--- src/rtl/udtimer_pkg.sv ---
package udtimer_pkg;
  localparam int REG_AW = 2;
  localparam logic [REG_AW-1:0] ADDR_CTRL   = 2'd0;
  localparam logic [REG_AW-1:0] ADDR_COUNT  = 2'd1;
  localparam logic [REG_AW-1:0] ADDR_RELOAD = 2'd2;

  localparam int BIT_PINEN = 0;
  localparam int BIT_BIDIR = 1;
  localparam int BIT_OVF   = 2;
  localparam int BIT_PINF  = 3;
  localparam int CTRL_W    = 4;

  typedef struct packed {
    logic swCount;
    logic swReload;
    logic loadReload;
    logic loadMax;
    logic inc;
    logic dec;
  } dpStrobe_t;
endpackage

--- src/rtl/udTimerDp.sv ---
module udTimerDp
  import udtimer_pkg::*;
#(
  parameter int WIDTH = 16
) (
  input  logic             clk,
  input  logic             rstN,
  input  dpStrobe_t        strobe,
  input  logic [WIDTH-1:0] wdata,
  output logic [WIDTH-1:0] count,
  output logic [WIDTH-1:0] reload,
  output logic             atMax,
  output logic             atReload
);
  localparam logic [WIDTH-1:0] MAX_VAL = {WIDTH{1'b1}};
  localparam logic [WIDTH-1:0] ONE     = {{(WIDTH-1){1'b0}}, 1'b1};

  always_ff @(posedge clk) begin
    if (!rstN) begin
      count  <= '0;
      reload <= '0;
    end else begin
      if (strobe.swReload) reload <= wdata;
      if (strobe.swCount)         count <= wdata;
      else if (strobe.loadReload) count <= reload;
      else if (strobe.loadMax)    count <= MAX_VAL;
      else if (strobe.inc)        count <= count + ONE;
      else if (strobe.dec)        count <= count - ONE;
    end
  end

  assign atMax    = (count == MAX_VAL);
  assign atReload = (count == reload);
endmodule

--- src/rtl/udTimerCtrl.sv ---
module udTimerCtrl
  import udtimer_pkg::*;
#(
  parameter int WIDTH       = 16,
  parameter int SYNC_STAGES = 2
) (
  input  logic              clk,
  input  logic              rstN,
  input  logic              tick,
  input  logic              extPin,
  input  logic              regWr,
  input  logic [REG_AW-1:0] regAddr,
  input  logic [WIDTH-1:0]  regWdata,
  input  logic              atMax,
  input  logic              atReload,
  output dpStrobe_t         strobe,
  output logic              pinEn,
  output logic              bidir,
  output logic              ovfFlag,
  output logic              pinFlag,
  output logic              dirUp,
  output logic              fallEdge
);
  // One extra stage beyond the synchroniser keeps the previous level for edge detection.
  logic [SYNC_STAGES:0] syncQ;

  always_ff @(posedge clk) begin
    if (!rstN) syncQ <= '0;
    else       syncQ <= {syncQ[SYNC_STAGES-1:0], extPin};
  end

  assign dirUp    = syncQ[SYNC_STAGES-1];
  assign fallEdge = syncQ[SYNC_STAGES] & ~syncQ[SYNC_STAGES-1];

  logic wrCtrl, goUp, wrapUp, wrapDown, pinReload;

  always_comb begin
    wrCtrl    = regWr && (regAddr == ADDR_CTRL);
    goUp      = !bidir || dirUp;
    wrapUp    = tick && goUp && atMax;
    wrapDown  = tick && !goUp && atReload;
    pinReload = !bidir && pinEn && fallEdge;

    strobe.swCount    = regWr && (regAddr == ADDR_COUNT);
    strobe.swReload   = regWr && (regAddr == ADDR_RELOAD);
    strobe.loadReload = wrapUp || pinReload;
    strobe.loadMax    = wrapDown;
    strobe.inc        = tick && goUp && !atMax;
    strobe.dec        = tick && !goUp && !atReload;
  end

  always_ff @(posedge clk) begin
    if (!rstN) begin
      pinEn   <= 1'b0;
      bidir   <= 1'b0;
      ovfFlag <= 1'b0;
      pinFlag <= 1'b0;
    end else if (wrCtrl) begin
      pinEn   <= regWdata[BIT_PINEN];
      bidir   <= regWdata[BIT_BIDIR];
      ovfFlag <= regWdata[BIT_OVF];
      pinFlag <= regWdata[BIT_PINF];
    end else begin
      if (wrapUp || wrapDown) ovfFlag <= 1'b1;
      if (bidir && (wrapUp || wrapDown)) pinFlag <= ~pinFlag;
      else if (pinReload)                pinFlag <= 1'b1;
    end
  end
endmodule

--- src/rtl/udTimer.sv ---
module udTimer
  import udtimer_pkg::*;
#(
  parameter int WIDTH       = 16,
  parameter int SYNC_STAGES = 2
) (
  input  logic              clk,
  input  logic              rstN,
  input  logic              tick,
  input  logic              extPin,
  input  logic              regWr,
  input  logic [REG_AW-1:0] regAddr,
  input  logic [WIDTH-1:0]  regWdata,
  output logic [WIDTH-1:0]  regRdata,
  output logic              irq
);
  dpStrobe_t        strobe;
  logic [WIDTH-1:0] count, reload;
  logic             atMax, atReload;
  logic             pinEn, bidir, ovfFlag, pinFlag, dirUp, fallEdge;

  udTimerCtrl #(.WIDTH(WIDTH), .SYNC_STAGES(SYNC_STAGES)) u_ctrl (
    .clk(clk), .rstN(rstN), .tick(tick), .extPin(extPin),
    .regWr(regWr), .regAddr(regAddr), .regWdata(regWdata),
    .atMax(atMax), .atReload(atReload), .strobe(strobe),
    .pinEn(pinEn), .bidir(bidir), .ovfFlag(ovfFlag), .pinFlag(pinFlag),
    .dirUp(dirUp), .fallEdge(fallEdge)
  );

  udTimerDp #(.WIDTH(WIDTH)) u_dp (
    .clk(clk), .rstN(rstN), .strobe(strobe), .wdata(regWdata),
    .count(count), .reload(reload), .atMax(atMax), .atReload(atReload)
  );

  always_comb begin
    regRdata = '0;
    case (regAddr)
      ADDR_CTRL: begin
        regRdata[BIT_PINEN] = pinEn;
        regRdata[BIT_BIDIR] = bidir;
        regRdata[BIT_OVF]   = ovfFlag;
        regRdata[BIT_PINF]  = pinFlag;
      end
      ADDR_COUNT:  regRdata = count;
      ADDR_RELOAD: regRdata = reload;
      default:     regRdata = '0;
    endcase
  end

  assign irq = ovfFlag | (pinFlag & ~bidir);
endmodule

--- config.mk ---
export PLATFORM = sky130hd
export DESIGN_NAME = udTimer
export DESIGN_NICKNAME = d
export VERILOG_FILES = /design/src/rtl/udtimer_pkg.sv /design/src/rtl/udTimerDp.sv /design/src/rtl/udTimerCtrl.sv /design/src/rtl/udTimer.sv
export SDC_FILE = /design/constraint.sdc
export NUM_CORES = 1
export LEC_CHECK = 0
export BUFFER_PORTS_ARGS = -buffer_cell sky130_fd_sc_hd__buf_2
export CORE_MARGIN = 2
export CORE_UTILIZATION = 40
export DETAILED_ROUTE_END_ITERATION = 8
export PLACE_DENSITY = 0.7
export SLEW_MARGIN = 20
export SYNTH_ARGS = -nofsm -noshare
export SYNTH_HDL_FRONTEND = slang
export SYNTH_SLANG_ARGS = --single-unit
--- constraint.sdc ---
create_clock -name clk -period 3.3 [get_ports clk]
set_input_delay 0.165 -clock clk [delete_from_list [all_inputs] [get_ports clk]]
set_output_delay 0.165 -clock clk [all_outputs]
set_load 0.01 [all_outputs]
Word-level counts from Yosys, hierarchy flattened
Cells that the tools add are included.
{"block": "totals", "regBits": 39, "inputBits": 23}
{"block": "op_classes", "muxes": 12, "eq_ne": 4, "reduce_logical": 23, "n_addsub": 2, "bitwise_logic": 6}
{"op": "$mux W16", "n": 5}
{"op": "$pmux W12 S2", "n": 1}
{"op": "$add A16 B1 Y16 const B", "n": 1}
{"op": "$eq A16 B16 Y1", "n": 1}
{"op": "$eq A16 B16 Y1 const B", "n": 1}
{"op": "$sub A16 B1 Y16 const B", "n": 1}
{"op": "$logic_and A1 B1 Y1", "n": 12}
{"op": "$pmux W4 S3", "n": 1}
{"op": "$mux W1", "n": 5}
{"op": "$reduce_bool A5 Y1", "n": 1}
{"op": "$logic_not A1 Y1", "n": 4}
{"op": "$logic_or A1 B1 Y1", "n": 3}
{"op": "$not A1 Y1", "n": 3}
{"op": "$reduce_bool A3 Y1", "n": 1}
{"op": "$and A1 B1 Y1", "n": 2}
{"op": "$eq A2 B1 Y1 const B", "n": 1}
{"op": "$eq A2 B2 Y1 const B", "n": 1}
{"op": "$logic_not A2 Y1", "n": 1}
{"op": "$reduce_bool A2 Y1", "n": 1}
{"op": "$or A1 B1 Y1", "n": 1}

Logic depth before layout (Yosys ltp)
{"block": "depth", "depth_word": 10, "depth_mapped": 12, "ltp_nobuf": 12}

Hierarchy
From an unflattened synthesis, not the netlist that was laid out.
{"block": "hier_totals", "cells_unflattened": 384, "area_unflattened_um2": 3155.5}
{"mod": "udTimerDp", "instances": 1, "area_each_um2": 2444.8, "cells_each": 299, "seq_area_each_um2": 640.6}
{"mod": "udTimerCtrl", "instances": 1, "area_each_um2": 369.1, "cells_each": 40, "seq_area_each_um2": 140.1}
{"mod": "udTimer", "instances": 1, "area_each_um2": 341.6, "cells_each": 45, "seq_area_each_um2": 0.0}

Least setup slack after synthesis
Ideal clock, no wire load.
{"block": "synth_timing", "path_type": "reg-to-reg", "start": "register u_dp.count[6]", "end": "register u_dp.count[15]", "path_buffers": 0, "setup_slack_ns": 0.378, "path_stages_with_launch": 13, "setup_time_ns": 0.122, "t_required_ns": 3.178, "arrival_time_ns": 2.801, "path_cell_list": "dfxtp_1 nand4_1 nor4_2 nor2_1 inv_1 ha_1 a21oi_1 nand2_1 o211ai_4 o311ai_4 o21ba_1 xnor2_1 o311a_1"}
{"block": "synth_via", "elab_chain_len": 7}
{"item": "start, declared", "line_no": "udTimerDp.sv:10", "rtl": "output logic [WIDTH-1:0] count,"}
{"item": "start signal, assigned", "line_no": "udTimerDp.sv:24", "rtl": "if (strobe.swCount) count <= wdata;"}
{"item": "start signal, assigned", "line_no": "udTimerDp.sv:25", "rtl": "else if (strobe.loadReload) count <= reload;"}
{"item": "start signal, assigned", "line_no": "udTimerDp.sv:27", "rtl": "else if (strobe.inc) count <= count + ONE;"}
{"item": "branches (longest 7 deep; another with $sub A16 B1 Y16)"}
Parallel ways; which one is timed is not known. The select of a mux whose other input is x is not followed.
A chain may end at the register's enable or synchronous reset.

Worst setup path after layout
{"block": "layout_timing", "start": "register u_dp.count[5]", "end": "register u_dp.count[14]"}
The elaborated chain is that of the path after synthesis.

==> results.md <==
* Clock Latency Late Sink at 0.32 ns
* Final hold violations at 0
* Hold crit path type: primary input to register
* Tcrit/Tclk final at 95.8%
* Ant. Diodes at 0
* Startpoint types: register
* Final ANT Viol Nets at 0
* IO Pins at 40
* Overall routed net length at 8950 um
* Detailed placement HPWL at 6440 um
* Worst R2R End: u_dp.count[14]
* Post-Synthesis Cells at 362
* Min-delay src: extPin
* Drt drc at 0
* Util after Layout at 47.8%
* Fin Setup TNS at 0 ns
* CP Buf/Inv Count at 2
* Yosys top cell area share at 25.6%
* Main flop type after synthesis: dfxtp_1
* Cell depth of the worst setup path at 12
* Post-synth EDFFs at 0
* CP top delay family: simple AND/OR/NAND/NOR gates
* CP Data Arrival Time at 3.37 ns
* M2 GR Usage at 34.4%
* Slew HR at 47.0%
* Worst Reg-to-Reg Cells at 12
* Worst Hold Margin at 0.0556 ns
* Max IR drop VDD at 215 uV
* Placed cell area at 3380 um^2
* Post-Layout Cell Count at 505
* # placed instances at 497
* Global routing usage on met3 at 4.23%
* Crit path time final at 3.16 ns
* Slew @ Worst Pin at 0.794 ns
* Initial core utilization at 41.6%
* Busiest grt layer: met2
* Max-slew violations at 0
* GRT Overall Usage at 21.8%
* Pin count of the biggest net entering global routing at 38
* Total power at 1.54 mW
* Yosys Warn Count at 0
* Syn_nets at 406
* CP max stage cell: dfxtp_1
* CP Cell Sequence: nand4_1 -> nor4_2 -> nor2_1 -> inv_2 -> buf_4 -> ha_1 -> and2_1 -> and4_1 -> a221oi_2 -> mux2i_1 -> o31ai_1 -> a31oi_1
* Crit Path Category: register to register
* Crit path largest cell delay at 0.42 ns
* Min-Delay Path Depth at 2
* Commonest non-fill, non-tap cells in the layout: 51 x nand2_1, 39 x buf_2, 37 x dfxtp_1
* Final setup vio count at 0
* Core Footprint at 7330 um^2
* First-pass GRT wire length at 14600 um
* Vias in the first global route at 2816
* CTS H-Tree Depth at 2
* Crit end category: register
* DRT Pass-1 Iters at 4
* Hold buffer count at CTS at 0
* Max frequency at 316 MHz
* Fillers at 732
* Seq/Total Area, Yosys at 25.6%
* Req. time, crit path at 3.51 ns
* Area grow syn2layout at 15.0%
* Setup Fix Bufs, Post-CTS at 0
* Final worst setup slack at 0.138 ns
* Vias per cell at 5.76
* Die ar. at 8340 um^2
* Commonest non-fill, non-tap cell in the layout: nand2_1
* Routability-driven placement congestion ratio at 0.975
* Initial antenna violation count at 0
* Pre-CTS WS at 0.0901 ns
* Async S/R FF share, synth at 0%
* R2r setup slk at 0.14 ns
* Die Y at 91.3 um
* Clock root cell: clkbuf_8
* Vias at 2911
* Register bit total from synthesis at 39
* RSZ-0062 raised after global routing: yes
* Maximum root-to-sink buffer count at 2
* CTS tree: yes
* GR Overflow Total at 0
* MaxCap Viol Count at 0
* Run status: complete, no violations
* Fin area at 3510 um^2
* CTS resizes at 0
* Final nets at 449
* Port-buffer cells at 39
* Placement row count at 31
* Iteration-0 DRC Markers at 251
* Static Leakage at 1.52 nW
* Critical R2R Launch: u_dp.count[5]
* Synth cell types at 56
* End of the worst hold path: u_ctrl.syncQ[0]
* DIE WIDTH at 91.3 um
* Post-Syn Area per Cell at 8.42 um^2
* WL/cell at 17.7 um
* Clock-pin slew on the worst setup and hold paths at 0.10 ns
* Worst-path maximum fanout at 10
* Largest area contributor in the netlist: dfxtp_1
* CTS sink cnt at 39
* Final Skew at 0.0163 ns
* Cell area power density at 440 nW/um^2
* Share of cells above drive strength 1 at 21.4%
* Leading cell types by total area after synthesis: dfxtp_1 26%, ha_1 8.2%, nand2_1 6.3%
* Syn Std Cell Area at 3050 um^2
* Total CTS buffers at 5
* Met1 GRT Util at 30.0%
worst max-delay path by stage:
stage	to	startpoint
6_report	u_dp.count[14]	u_dp.count[5]
5_1_grt	u_dp.count[14]	u_dp.count[5]
4_1_cts	u_dp.count[14]	u_dp.count[6]
3_5_place_dp	u_dp.count[15]	u_dp.count[6]
3_3_place_gp	u_dp.count[15]	u_dp.count[6]
2_1_floorplan	u_dp.count[15]	u_dp.count[6]
power by group:
| group | internal (mW) | switching (mW) | total [mW] |
|---|---|---|---|
| registers | 0.509 | 0.0442 | 0.553 |
| clock network | 0.226 | 0.199 | 0.425 |
| logic | 0.251 | 0.314 | 0.565 |
state kept, by name (all words and copies together) (netlist names):
name,flops
u_ctrl.ovfFlag,1
u_ctrl.syncQ,3
u_ctrl.pinEn,1
u_dp.count,16
u_ctrl.pinFlag,1
u_ctrl.bidir,1
u_dp.reload,16
cells in the mapped netlist, drive strengths merged (2+ instances only):
cell	n
nand2	51
dfxtp	39
a21boi	28
a22oi	24
ha	20
nor2	18
xor2	17
nor2b	14
a21oi	12
clkbuf	12
o221ai	12
xnor2	12
inv	10
nand3	10
o21ai	9
a21o	6
and2	6
buf	6
nand4	5
a222oi	4
a31oi	4
nand2b	4
nor3	4
o21a	4
and3	3
nor4	3
a211o	2
a22o	2
logic make-up (layout without fill, tap and decap cells):
group	after synthesis	after routing	share of synthesized area (%)
XOR/XNOR	29	29	8.33
AND/OR/NAND/NOR	124	124	20.7
adder cells (fa/ha/maj)	21	21	8.86
flip-flops	39	39	25.6
buffers and inverters	29	73	4.88
multiplexers	2	2	0.698
AO/OA/AOI/OAI	118	118	30.9
per-layer routing:
layer	vias to the layer above	wire length, um
met5	-	0
met3	8	619
met2	96	4230
met4	0	80
met1	1383	4020
li1	1424	-
final cells by class:
cell class | count | area (um^2) | share of cell area, %
tap | 99 | 124 | 3.53
multi-input combinational | 294 | 2130 | 60.9
clock inverter | 3 | 43.8 | 1.25
inverter | 10 | 37.5 | 1.07
sequential | 39 | 783 | 22.3
timing repair buffer | 55 | 315 | 8.99
clock buffer | 5 | 68.8 | 1.96
Power figures use the tool's default switching activity.
